[src/rtl/snoopc_pkg.sv]
package snoopc_pkg;
  localparam int NCACHE = 2;

  typedef enum logic [1:0] {
    LN_INV = 2'd0,
    LN_SHR = 2'd1,
    LN_MOD = 2'd2
  } line_st_e;

  typedef enum logic {
    OP_FETCH = 1'b0,
    OP_KILL  = 1'b1
  } bus_op_e;
endpackage

[src/rtl/snoopc_arb.sv]
module snoopc_arb #(
  parameter int NREQ = 2
) (
  input  logic [NREQ-1:0] need,
  output logic [NREQ-1:0] gnt
);
  // lower index always wins
  for (genvar k = 0; k < NREQ; k++) begin : g_pri
    if (k == 0) begin : g_top
      assign gnt[k] = need[k];
    end else begin : g_rest
      assign gnt[k] = need[k] & ~(|need[k-1:0]);
    end
  end
endmodule

[src/rtl/snoopc_line.sv]
module snoopc_line
  import snoopc_pkg::*;
#(
  parameter int DW = 8
) (
  input  logic          clk,
  input  logic          rst_n,
  input  logic          req,
  input  logic          wr,
  input  logic [DW-1:0] wdata,
  input  logic          gnt,
  input  logic          snoop_vld,
  input  bus_op_e       snoop_op,
  input  logic [DW-1:0] fill_data,
  output logic          need_bus,
  output bus_op_e       bus_op,
  output line_st_e      st_o,
  output logic [DW-1:0] line_o,
  output logic          ack,
  output logic [DW-1:0] rdata
);
  line_st_e      st_q, st_n;
  logic [DW-1:0] line_q, line_n, rdata_q, rdata_n;
  logic          ack_q, ack_n;
  logic          line_en, rdata_en;
  logic          live, hit, serve;

  always_comb begin
    live     = req & ~ack_q;
    hit      = wr ? (st_q == LN_MOD) : (st_q != LN_INV);
    need_bus = live & ~hit;
    bus_op   = wr ? OP_KILL : OP_FETCH;
    serve    = live & (hit ? ~snoop_vld : gnt);

    st_n     = st_q;
    line_n   = line_q;
    rdata_n  = rdata_q;
    line_en  = 1'b0;
    rdata_en = 1'b0;
    ack_n    = serve;

    if (snoop_vld) begin
      if (snoop_op == OP_KILL)  st_n = LN_INV;
      else if (st_q == LN_MOD)  st_n = LN_SHR;
    end

    if (serve) begin
      if (wr) begin
        st_n    = LN_MOD;
        line_n  = wdata;
        line_en = 1'b1;
      end else if (hit) begin
        rdata_n  = line_q;
        rdata_en = 1'b1;
      end else begin
        st_n     = LN_SHR;
        line_n   = fill_data;
        line_en  = 1'b1;
        rdata_n  = fill_data;
        rdata_en = 1'b1;
      end
    end
  end

  always_ff @(posedge clk or negedge rst_n) begin
    if (!rst_n) begin
      st_q    <= LN_INV;
      ack_q   <= 1'b0;
      line_q  <= '0;
      rdata_q <= '0;
    end else begin
      st_q  <= st_n;
      ack_q <= ack_n;
      if (line_en)  line_q  <= line_n;
      if (rdata_en) rdata_q <= rdata_n;
    end
  end

  assign st_o   = st_q;
  assign line_o = line_q;
  assign ack    = ack_q;
  assign rdata  = rdata_q;
endmodule

[src/rtl/snoop_coh_pair.sv]
module snoop_coh_pair
  import snoopc_pkg::*;
#(
  parameter int DW = 8
) (
  input  logic                     clk,
  input  logic                     rst_n,
  input  logic [NCACHE-1:0]        cpu_req,
  input  logic [NCACHE-1:0]        cpu_wr,
  input  logic [NCACHE-1:0][DW-1:0] cpu_wdata,
  output logic [NCACHE-1:0]        cpu_ack,
  output logic [NCACHE-1:0][DW-1:0] cpu_rdata,
  output logic [NCACHE-1:0][1:0]   line_state,
  output logic [DW-1:0]            mem_data
);
  logic [1:0]      rst_sync;
  logic            rst_i_n;
  logic [NCACHE-1:0] need, gnt;
  bus_op_e         bop  [NCACHE];
  line_st_e        lst  [NCACHE];
  logic [DW-1:0]   lval [NCACHE];
  logic [DW-1:0]   fill [NCACHE];
  logic [DW-1:0]   mem_q, mem_n;
  logic            mem_en;

  // asynchronous assert, synchronous release
  always_ff @(posedge clk or negedge rst_n) begin
    if (!rst_n) rst_sync <= 2'b00;
    else        rst_sync <= {rst_sync[0], 1'b1};
  end
  assign rst_i_n = rst_sync[1];

  snoopc_arb #(.NREQ(NCACHE)) u_arb (.need(need), .gnt(gnt));

  for (genvar i = 0; i < NCACHE; i++) begin : g_cache
    localparam int PEER = NCACHE - 1 - i;
    assign fill[i] = (lst[PEER] == LN_MOD) ? lval[PEER] : mem_q;

    snoopc_line #(.DW(DW)) u_line (
      .clk       (clk),
      .rst_n     (rst_i_n),
      .req       (cpu_req[i]),
      .wr        (cpu_wr[i]),
      .wdata     (cpu_wdata[i]),
      .gnt       (gnt[i]),
      .snoop_vld (gnt[PEER]),
      .snoop_op  (bop[PEER]),
      .fill_data (fill[i]),
      .need_bus  (need[i]),
      .bus_op    (bop[i]),
      .st_o      (lst[i]),
      .line_o    (lval[i]),
      .ack       (cpu_ack[i]),
      .rdata     (cpu_rdata[i])
    );
    assign line_state[i] = lst[i];
  end

  // owner write-back on a peer fetch
  always_comb begin
    mem_n  = mem_q;
    mem_en = 1'b0;
    for (int i = 0; i < NCACHE; i++) begin
      if (gnt[i] && bop[i] == OP_FETCH && lst[NCACHE-1-i] == LN_MOD) begin
        mem_n  = lval[NCACHE-1-i];
        mem_en = 1'b1;
      end
    end
  end

  always_ff @(posedge clk or negedge rst_i_n) begin
    if (!rst_i_n)    mem_q <= '0;
    else if (mem_en) mem_q <= mem_n;
  end

  assign mem_data = mem_q;
endmodule

[config.mk]
export PLATFORM = sky130hd
export DESIGN_NAME = snoop_coh_pair
export DESIGN_NICKNAME = d
export VERILOG_FILES = /design/src/rtl/snoopc_pkg.sv /design/src/rtl/snoopc_arb.sv /design/src/rtl/snoopc_line.sv /design/src/rtl/snoop_coh_pair.sv
export SDC_FILE = /design/constraint.sdc
export NUM_CORES = 1
export LEC_CHECK = 0
export CORE_MARGIN = 2
export CORE_UTILIZATION = 53
export CTS_BUF_LIST = sky130_fd_sc_hd__clkbuf_8
export DETAILED_ROUTE_END_ITERATION = 7
export GPL_TIMING_DRIVEN = 0
export PLACE_DENSITY = 0.82
export SLEW_MARGIN = 15
export SYNTH_ARGS = -nofsm -noshare
export SYNTH_HDL_FRONTEND = slang
export SYNTH_HIERARCHICAL = 1
export SYNTH_SLANG_ARGS = --single-unit
[constraint.sdc]
create_clock -name clk -period 1.97 [get_ports clk]
set_input_delay 0.4925 -clock clk [delete_from_list [all_inputs] [get_ports clk]]
set_output_delay 0.4925 -clock clk [all_outputs]
set_load 0.02 [all_outputs]
==> out/qor.csv, run 1 <==
stage;metric;value;unit
grt;antenna violations before repair;0;
placed_design;input/output buffers;51;
yosys;sequential fraction of the synthesis area;45.9;%
sta;fin crit period;2.04;ns
yosys;EDFF count, synth;0;
detailed_routing;vias per cell;5.68;
detailed_routing;number of remaining DRC errors;0;
critical_path;CP startpoint kind;flip-flop;
floorplan;FP Rows;25;
clock_tree;cts hold-fix bufs;0;
critical_path;slowest stage cell, crit path;dfrtp_2;
critical_path;Worst Path Max Fanout;8;
status;failing checks;setup timing;
clock_tree;clock sink count;48;
detailed_routing;drt total wl;6.74;mm
yosys;cell area after synthesis;2620;µm²
cells_and_area;utilization after layout;79.6;%
sta;slew margin rel.;60.6;%
sta;Final period util;104;%
sta;worst-margin pin slew;0.588;ns
critical_path;worst stage delay on the critical path;0.45;ns
cells_and_area;antenna cells;0;
status;status;complete, but fails checks;
detailed_routing;Vias;2095;
detailed_routing;DR WL/cell;18.3;µm
floorplan;total I/O pin count;52;
grt;largest net degree at the start of global routing;35;
floorplan;core area;4750;µm²
clock_tree;clock buffer depth;2;
floorplan;die area;5510;µm²
cells_and_area;Layout Cells excl Fill;369;
yosys;synth unique cells;28;
critical_path;capture point of the critical path;g_cache[1].u_line/line_o[6];
cells_and_area;Area growth syn-to-layout;44.8;%
placed_design;placed insts;338;
sta;Slew Viols, Final;0;
clock_tree;clock slew at reported path FFs;0.08;ns
run;Max Cap Viol;0;
clock_tree;TritonCTS Buffers;5;
yosys;Post-synth ARST share;100;%
detailed_routing;Final ANT Viol Nets;0;
sta;unrepaired setup endpoints after global routing;true;
cells_and_area;commonest non-fill, non-tap cell in the layout;clkdlybuf4s50_1;
power;maximum vdd drop;1.04;mV
floorplan;Initial Util;55.0;%
sta;Fin. Hold Viols;0;
sta;# setup viols final;21;
critical_path;Crit. Startpoint;g_cache[1].u_line/st_o[0];
placed_design;DP HPWL;4.34;mm
clock_tree;H-tree levels;2;
critical_path;worst-path cell chain;nand2b_4, and3_4, nor2b_4, nor3b_4, o31a_1, buf_6, nor2b_1, a221o_1;
placed_design;GP Congestion;0.802;
floorplan;die width;74.2;µm
critical_path;CP Capture Type;flip-flop;
power;Pleak;1.64;nW
critical_path;Worst Setup Path Type;flip-flop to flip-flop;
cells_and_area;# fillers;319;
clock_tree;Root Buffer;clkbuf_8;
yosys;post-synthesis average cell area;11.9;µm²
yosys;Syn Inst Count;219;
critical_path;WP data required;2.16;ns
min_path;Hold Path Class;flip-flop to async pin;
sta;Final Worst Setup Slack;-0.0694;ns
yosys;synth warn;6;
grt;grt total ovfl;0;
sta;Max Clock Skew;0.00835;ns
detailed_routing;drt pass-1 iters;4;
grt;first-pass GRT wire length;10.8;mm
cells_and_area;NumNets Final;323;
critical_path;R2R Path Start;g_cache[1].u_line/st_o[0];
clock_tree;CTS tree;done;
critical_path;reg-to-reg endpoint;g_cache[1].u_line/line_o[6];
clock_tree;Clock Latency Late Sink;0.30;ns
cells_and_area;layout cells sized above 1;40.7;%
sta;fmax;490;MHz
critical_path;Reg2Reg Depth;8;
grt;gr usage total;26.1;%
floorplan;die span in y;74.2;µm
grt;vias in the first global route;2192;
power;PwrDens;1680;nW/µm²
critical_path;R2R Setup Slk;-0.07;ns
yosys;Synth Register Bits;48;
yosys;syn_nets;241;
cells_and_area;most frequent cells in the layout;clkdlybuf4s50_1 (47), dfrtp_1 (43), mux2_2 (32);
yosys;Primary FF master, synth;dfrtp_1;
detailed_routing;Starting DRT DRC Count;126;
critical_path;Critical Path AT;2.23;ns
[critical path, delay by kind of cell, from the launching register on]
kind,cells,cell delay [ns]
simple gates,5,0.89
flops,1,0.45
compound gates,2,0.44
buf+inv,1,0.14
[worst min-delay path by stage]
| stage | from | endpoint | slack, ns | cells after the start |
|---|---|---|---|---|
| 2_1_floorplan | rst_n | rst_sync[0] | 0.20 | 0 |
| 3_3_place_gp | rst_sync[0] | rst_sync[1] | 0.34 | 0 |
| 3_5_place_dp | rst_sync[1] | g_cache[1].u_line/rdata[1] | 0.17 | 0 |
| 4_1_cts | rst_sync[1] | mem_data[1] | 0.17 | 0 |
| 5_1_grt | rst_sync[1] | g_cache[0].u_line/rdata[0] | 0.18 | 0 |
| 6_report | rst_sync[1] | mem_data[1] | 0.16 | 0 |
[sequential cells by signal, indices dropped and copies added (netlist names)]
signal                 flops
mem_data                   8
g_cache.u_line/line_o     16
g_cache.u_line/ack         2
g_cache.u_line/rdata      16
rst_sync                   2
g_cache.u_line/st_o        4
[per-stage QoR]
step                setup TNS, ns  hold WS, ns  power [mW]  setup WS [ns]  instance area (µm²)
floorplan                   -1.46        0.197        3.84        -0.0885                 2650
global placement           -41.14        0.339        4.81          -1.06                 3250
detailed placement         -40.20        0.166        4.91          -1.04                 3270
CTS                       -0.0570        0.168        6.18        -0.0127                 3700
global route                -2.67        0.181        6.71         -0.142                 3790
finish                     -0.729        0.159        6.35        -0.0694                 3790
[final cells by class]
cell class | instances | area, µm² | share of cell area (%)
Inverter | 4 | 15.0 | 0.397
Clock inverter | 1 | 30.0 | 0.793
Timing Repair Buffer | 74 | 736 | 19.4
Tap cell | 67 | 83.8 | 2.21
Buffer | 9 | 58.8 | 1.55
Multi-Input combinational cell | 159 | 1560 | 41.2
Sequential cell | 48 | 1210 | 31.9
Clock buffer | 7 | 96.3 | 2.54
[Yosys cell counts (2+ instances only)]
cell type,number,area share [%]
o21ai_0,2,0.38
o31a_1,2,0.67
mux2_1,2,0.86
mux2_2,46,20
nor2b_1,18,4.3
nor3b_1,2,0.57
dfrtp_1,48,46
a211oi_4,4,3.1
nor3_1,2,0.38
o21ai_1,8,1.5
and3_1,4,0.96
a221o_1,16,6.1
clkbuf_1,2,0.29
nor2_1,6,0.86
a21oi_1,8,1.5
mux2i_1,8,3.1
buf_2,3,0.57
a21o_1,4,1.1
inv_1,4,0.57
and2_1,2,0.48
nor4bb_1,2,0.77
nand2_1,10,1.4
buf_4,4,1.1
nand2b_1,8,1.9
[cell families after synthesis]
group	Yosys count	synth area share [%]
buffers and inverters	13	2.58
muxes	56	23.7
DFF	48	45.9
and+or+nand+nor	57	13.2
AOI/OAI and AO/OA	44	14.5
other	1	0.143
[what timing repair did]
action,CTS,global route
buffers inserted,19,3
setup endpoints to repair,46,36
gates resized for setup,42,17
pin swaps,11,6
cloned,1,0
[layer usage]
layer | global-route usage (%) | wire length (µm) | up-vias
li1 | - | - | 964
met3 | 4.07 | 217 | 7
met2 | 45.7 | 3650 | 52
met1 | 34.0 | 2810 | 1072
met5 | 0 | 0 | -
met4 | 6.94 | 58 | 0
[power by group]
part	leakage, nW	internal [mW]	total, mW	switching, mW
clock network	0.0645	0.448	0.774	0.326
logic	0.970	2.08	3.69	1.61
registers	0.607	1.44	1.89	0.446
Power figures use the tool's default switching activity.
==> run 2, diff against run 1 <==
==> constraint.sdc (replaced) <==
create_clock -name clk -period 2 [get_ports clk]
set_input_delay 0.5 -clock clk [delete_from_list [all_inputs] [get_ports clk]]
set_output_delay 0.5 -clock clk [all_outputs]
set_load 0.02 [all_outputs]
==> run 2 against run 1 <==
- the run still ends with setup timing left
- sequential share of layout area grew 0.58 points
- combinational power shrank 5%
- clock power is essentially flat
- critical path depth is the same
- power shrank 3.4%
- design area shrank 1.8%
- clock skew grew 0.0035 ns
- die area is the same
==> out/qor.csv, run 2 (same netlist as run 1, synthesis figures left out) <==
stage;metric;value;unit;change
floorplan;FP Rows;25;;unchanged
placed_design;GP Congestion;0.801;;about the same
detailed_routing;Starting DRT DRC Count;135;;+7.1%
sta;unrepaired setup endpoints after global routing;true;;
grt;vias in the first global route;2136;;-2.6%
detailed_routing;DR WL/cell;17.9;µm;-2.1%
detailed_routing;met1 wire length;2.76;mm;-1.7%
sta;Slew Viols, Final;0;;unchanged
cells_and_area;layout cells sized above 1;38.9;%;-1.9 points
sta;# setup viols final;2;;-90%
cells_and_area;# fillers;316;;-0.94%
clock_tree;clock slew at reported path FFs;0.09;ns;about the same
sta;fin crit period;2.01;ns;-0.0325 ns
cells_and_area;antenna cells;0;;unchanged
sta;Fin Setup TNS;-0.0125;ns;+0.717 ns
sta;Final period util;100;%;-3.2 points
sta;Final Worst Setup Slack;-0.00681;ns;+0.0625 ns
critical_path;Worst Setup Path Type;flip-flop to flip-flop;;
status;failing checks;setup timing;;
critical_path;Worst Path Max Fanout;9;;+1
floorplan;core area;4750;µm²;unchanged
min_path;Hold Path Class;flip-flop to async pin;;
critical_path;CP Capture Type;flip-flop;;
power;maximum vdd drop;1.09;mV;+5.7%
floorplan;die area;5510;µm²;unchanged
power;power share of the clock group;12.6;%;+0.4 points
power;sw frac;37.6;%;+0.12 points
cells_and_area;Area growth syn-to-layout;42.2;%;
sta;Fin. Hold Viols;0;;unchanged
cells_and_area;fin area;3720;µm²;-1.8%
detailed_routing;drt total wl;6.58;mm;-2.3%
run;Max Cap Viol;0;;unchanged
critical_path;worst stage delay on the critical path;0.46;ns;about the same
clock_tree;CTS tree;done;;
sta;fmax;498;MHz;+1.6%
power;PwrDens;1650;nW/µm²;-1.7%
sta;slew margin rel.;58.7;%;-1.8 points
clock_tree;Clock Latency Late Sink;0.31;ns;about the same
critical_path;Critical Path AT;2.20;ns;-0.03 ns
cells_and_area;most frequent cells in the layout;clkdlybuf4s50_1 (47), dfrtp_1 (43), mux2_2 (39);;
detailed_routing;Final ANT Viol Nets;0;;unchanged
critical_path;CP startpoint kind;flip-flop;;
floorplan;Initial Util;55.0;%;unchanged
clock_tree;clock sink count;48;;unchanged
grt;gr usage total;25.2;%;-0.99 points
clock_tree;cts hold-fix bufs;0;;unchanged
power;switching power;2.30;mW;-3.1%
placed_design;DP Worst Slack;-1.03;ns;+0.00857 ns
sta;Max Clock Skew;0.0118;ns;+0.00349 ns
grt;first-pass GRT wire length;10.4;mm;-4.0%
detailed_routing;metal3 WL;243;µm;+12%
critical_path;WP data required;2.19;ns;+0.03 ns
floorplan;die width;74.2;µm;unchanged
floorplan;die span in y;74.2;µm;unchanged
cells_and_area;commonest non-fill, non-tap cell in the layout;clkdlybuf4s50_1;;
power;Comb pwr share;57.4;%;-0.7 points
detailed_routing;number of remaining DRC errors;0;;unchanged
grt;largest net degree at the start of global routing;35;;unchanged
clock_tree;H-tree levels;2;;unchanged
placed_design;DP HPWL;4.30;mm;-0.81%
critical_path;slowest stage cell, crit path;dfrtp_2;;
detailed_routing;Top Layer Used;met4;;
detailed_routing;Vias;2063;;-1.5%
clock_tree;Root Buffer;clkbuf_8;;
power;Pleak;1.62;nW;-1.4%
clock_tree;clock buffer depth;2;;unchanged
detailed_routing;vias per cell;5.61;;-1.3%
grt;grt total ovfl;0;;unchanged
detailed_routing;drt pass-1 iters;4;;unchanged
cells_and_area;NumNets Final;322;;-0.31%
clock_tree;TritonCTS Buffers;5;;unchanged
placed_design;input/output buffers;51;;unchanged
status;status;complete, but fails checks;;
placed_design;Post-DP Area;3270;µm²;unchanged
critical_path;worst-path cell chain;nand2b_4, and3_4, buf_6, and3_1, nor2_2, a211oi_4, buf_12, a221o_1;;
grt;antenna violations before repair;0;;unchanged
power;Reg power frac;30.0;%;+0.3 points
floorplan;total I/O pin count;52;;unchanged
power;Internal Pwr Total;3.82;mW;-3.6%
detailed_routing;DR WL met2;3.46;mm;-5.4%
sta;worst-margin pin slew;0.615;ns;+0.0276 ns
==> run 2: timing repair <==
item                                    in CTS  in global routing
cloned                                       1                  0
pin swaps                                   12                  3
buffers inserted                            16                  5
endpoints found under the setup margin      46                 34
gates resized for setup                     31                 10
==> run 2: final timing paths <==
| check | startpoint | to | slack, ns | cells after the start |
|---|---|---|---|---|
| worst max-delay path | g_cache[0].u_line/st_o[0] | g_cache[0].u_line/line_o[3] | -0.007 | 8 |
| worst min-delay path | rst_sync[1] | mem_data[1] | 0.17 | 0 |
| worst max register to register | g_cache[0].u_line/st_o[0] | g_cache[0].u_line/line_o[3] | -0.007 | 8 |
| worst min register to register | rst_sync[1] | mem_data[1] | 0.17 | 0 |
| max in group asynchronous | rst_sync[1] | g_cache[1].u_line/st_o[0] | 1.34 | 1 |
| min in group clk | rst_sync[0] | rst_sync[1] | 0.37 | 0 |
==> run 2: per-stage QoR <==
step                util [%]  power, mW  cells  hold WS (ns)
floorplan                  -       3.78    219         0.204
global placement        68.3       4.74    337         0.339
detailed placement      68.8       4.84    338         0.165
CTS                     76.7       5.97    363         0.168
global route            78.2       6.48    368         0.183
finish                  78.2       6.13    368         0.166
==> run 2: routing by layer <==
layer | up-vias | global-route usage, %
met5 | - | 0
met4 | 0 | 8.73
met3 | 11 | 4.07
met2 | 62 | 43.2
met1 | 1023 | 32.5
li1 | 967 | -
==> run 2: critical path, delay by kind of cell (launching register included) <==
kind	cells	cell delay [ns]
compound gates	2	0.44
buf+inv	2	0.29
flops	1	0.46
simple gates	4	0.69
==> run 2: power by group through the flow <==
stage          logic (mW)  clock network (mW)  registers [mW]
2_1_floorplan        1.66                   0            2.12
3_3_place_gp         2.89                   0            1.85
3_5_place_dp         2.98                   0            1.86
4_1_cts              3.34               0.782            1.85
5_1_grt              3.76               0.821            1.89
6_report             3.52               0.773            1.84
==> run 2: final cells by class <==
cell class              instances  area [µm²]  share of cell area (%)
multi-input cells             159        1490                    40.2
well taps                      67        83.8                    2.25
repair buffers                 73         733                    19.7
clock buffers                   7        96.3                    2.59
inverters                       4        15.0                   0.404
flip-flops and latches         48        1210                    32.5
clock inverters                 1        30.0                   0.808
plain buffers                   9        58.8                    1.58
==> run 3, diff against run 2 <==
--- a/config.mk
+++ b/config.mk
@@ -11,6 +11,7 @@
 export DETAILED_ROUTE_END_ITERATION = 7
 export GPL_TIMING_DRIVEN = 0
 export PLACE_DENSITY = 0.82
+export REMOVE_ABC_BUFFERS = 1
 export SLEW_MARGIN = 15
 export SYNTH_ARGS = -nofsm -noshare
 export SYNTH_HDL_FRONTEND = slang
==> run 3 against run 2 <==
- the flow still finishes with violations (setup timing)
- clock power decreased by 19%
- clock-buffer cell count unchanged
- first-iteration DRC count decreased by 31%
- via count shrank 0.15%
- global-route usage decreased by 1.3 points
- design area shrank 1.2%
- hold slack improved by 0.087 ns
- register-to-register slack barely moved
- critical endpoint is now g_cache[1].u_line/rdata[5]
==> out/qor.csv, run 3 (same netlist as run 1, synthesis figures left out) <==
stage;metric;value;unit;change
detailed_routing;drt pass-1 iters;4;;unchanged
clock_tree;clock buffer depth;2;;unchanged
detailed_routing;drt total wl;6.28;mm;-4.6%
floorplan;total I/O pin count;52;;unchanged
placed_design;GP Congestion;0.787;;-1.7%
power;Reg power frac;31.1;%;+1.1 points
detailed_routing;vias per cell;5.71;;+1.8%
detailed_routing;Final ANT Viol Nets;0;;unchanged
power;power share of the clock group;10.6;%;-2.0 points
critical_path;Critical Path AT;2.20;ns;about the same
detailed_routing;Vias;2060;;-0.15%
grt;vias in the first global route;2057;;-3.7%
sta;unrepaired setup endpoints after global routing;true;;
clock_tree;Clock Latency Late Sink;0.30;ns;about the same
clock_tree;Root Buffer;clkbuf_8;;
floorplan;die width;74.2;µm;unchanged
min_path;Hold Path Class;flip-flop to async pin;;
sta;Fin. Hold Viols;0;;unchanged
critical_path;Worst Path Max Fanout;8;;-1
grt;gr usage total;23.8;%;-1.3 points
cells_and_area;most frequent cells in the layout;clkdlybuf4s50_1 (46), dfrtp_1 (43), mux2_2 (39);;
cells_and_area;NumNets Final;315;;-2.2%
detailed_routing;DR WL/cell;17.4;µm;-2.7%
status;status;complete, but fails checks;;
sta;fmax;497;MHz;-0.32%
sta;slew margin rel.;61.4;%;+2.7 points
clock_tree;H-tree levels;2;;unchanged
clock_tree;clock slew at reported path FFs;0.09;ns;about the same
sta;Max Clock Skew;0.0115;ns;-0.000286 ns
placed_design;DP HPWL;4.05;mm;-5.8%
floorplan;Initial Util;55.0;%;unchanged
grt;first-pass GRT wire length;9.86;mm;-5.1%
power;Comb pwr share;58.3;%;+0.9 points
floorplan;die span in y;74.2;µm;unchanged
critical_path;CP startpoint kind;flip-flop;;
critical_path;Reg2Reg Depth;7;;-1
critical_path;R2R Setup Slk;-0.01;ns;about the same
sta;Final Worst Setup Slack;-0.0133;ns;-0.00646 ns
power;Internal Pwr Total;3.69;mW;-3.6%
clock_tree;TritonCTS Buffers;5;;unchanged
grt;largest net degree at the start of global routing;26;;-26%
clock_tree;CTS tree;done;;
cells_and_area;commonest non-fill, non-tap cell in the layout;clkdlybuf4s50_1;;
status;failing checks;setup timing;;
critical_path;CP Capture Type;flip-flop;;
placed_design;input/output buffers;51;;unchanged
floorplan;die area;5510;µm²;unchanged
sta;worst-margin pin slew;0.575;ns;-0.0402 ns
critical_path;R2R Path Start;g_cache[0].u_line/st_o[0];;
critical_path;reg-to-reg endpoint;g_cache[1].u_line/rdata[5];;
sta;# setup viols final;8;;+6
placed_design;placed insts;329;;-2.7%
grt;antenna violations before repair;0;;unchanged
cells_and_area;Area growth syn-to-layout;40.4;%;
cells_and_area;antenna cells;0;;unchanged
critical_path;Worst Setup Path Type;flip-flop to flip-flop;;
cells_and_area;layout cells sized above 1;38.1;%;-0.78 points
run;Max Cap Viol;0;;unchanged
sta;Final period util;101;%;+0.32 points
sta;Slew Viols, Final;0;;unchanged
floorplan;FP Rows;25;;unchanged
power;sw frac;38.1;%;+0.49 points
sta;fin crit period;2.01;ns;+0.00646 ns
cells_and_area;Layout Cells excl Fill;361;;-1.9%
clock_tree;clock sink count;48;;unchanged
critical_path;WP data required;2.19;ns;about the same
cells_and_area;utilization after layout;77.2;%;-0.97 points
detailed_routing;number of remaining DRC errors;0;;unchanged
power;maximum vdd drop;0.913;mV;-17%
detailed_routing;Starting DRT DRC Count;93;;-31%
floorplan;core area;4750;µm²;unchanged
power;switching power;2.27;mW;-1.6%
power;PwrDens;1620;nW/µm²;-1.6%
power;Pleak;1.60;nW;-1.2%
sta;Fin Setup TNS;-0.0745;ns;-0.0620 ns
grt;grt total ovfl;0;;unchanged
[run 3: what timing repair did]
action	CTS	global route
setup buffers	18	5
resized for setup	35	20
endpoints found under the setup margin	46	45
hold buffers	0	0
endpoints found under the hold margin	0	0
pin swaps	10	3
cloned	1	0
[run 3: worst max-delay path: stages (launching register included)]
cell	delay, ns
dfrtp_2	0.45
nand2b_4	0.16
and3_4	0.18
buf_4	0.17
a21o_4	0.21
a211oi_4	0.24
buf_12	0.16
mux2_2	0.33
[run 3: layout make-up]
class                           instances  area, µm²
Timing Repair Buffer                   75        751
Sequential cell                        48       1210
Fill cell                             328       1080
Clock buffer                            7       96.3
Clock inverter                          1       3.75
Tap cell                               67       83.8
Multi-Input combinational cell        159       1520
Inverter                                4       15.0
[run 3: how the worst max path moves through the flow]
stage,endpoint,startpoint,depth (start not counted)
after global routing,g_cache[1].u_line/rdata[2],g_cache[0].u_line/st_o[0],7
after global placement,g_cache[0].u_line/rdata[0],cpu_wr[0],7
after floorplan,g_cache[0].u_line/rdata[0],g_cache[0].u_line/st_o[0],6
after detailed placement,g_cache[0].u_line/rdata[3],cpu_wr[0],7
final,g_cache[1].u_line/rdata[5],g_cache[0].u_line/st_o[0],7
after CTS,mem_data[0],g_cache[0].u_line/st_o[0],7
[run 3: layer usage]
layer,track usage [%],routed length [µm],share of wire (%),vias to the layer above
met5,0,0,0,-
met4,9.52,106,1.7,0
met3,5.28,336,5.4,10
met2,39.8,3180,51,66
met1,30.3,2660,42,1036
li1,-,-,-,948
[run 3: power groups by stage]
stage                     sequential, mW  clock [mW]  combinational [mW]
after floorplan                     2.10           0                1.56
after global placement              1.83           0                2.79
after detailed placement            1.84           0                2.85
after CTS                           1.83       0.648                3.26
after global routing                1.92       0.678                3.70
final                               1.85       0.629                3.47
[run 3: through the flow]
stage | power, mW | hold slack (ns) | setup WS, ns | cell area (µm²)
final | 5.95 | 0.253 | -0.0133 | 3670
after global placement | 4.61 | 0.337 | -1.18 | 3160
after detailed placement | 4.69 | 0.260 | -1.22 | 3180
after CTS | 5.74 | 0.268 | 0.00121 | 3550
after floorplan | 3.66 | 0.204 | -0.303 | 2560
after global routing | 6.29 | 0.311 | -0.0793 | 3670
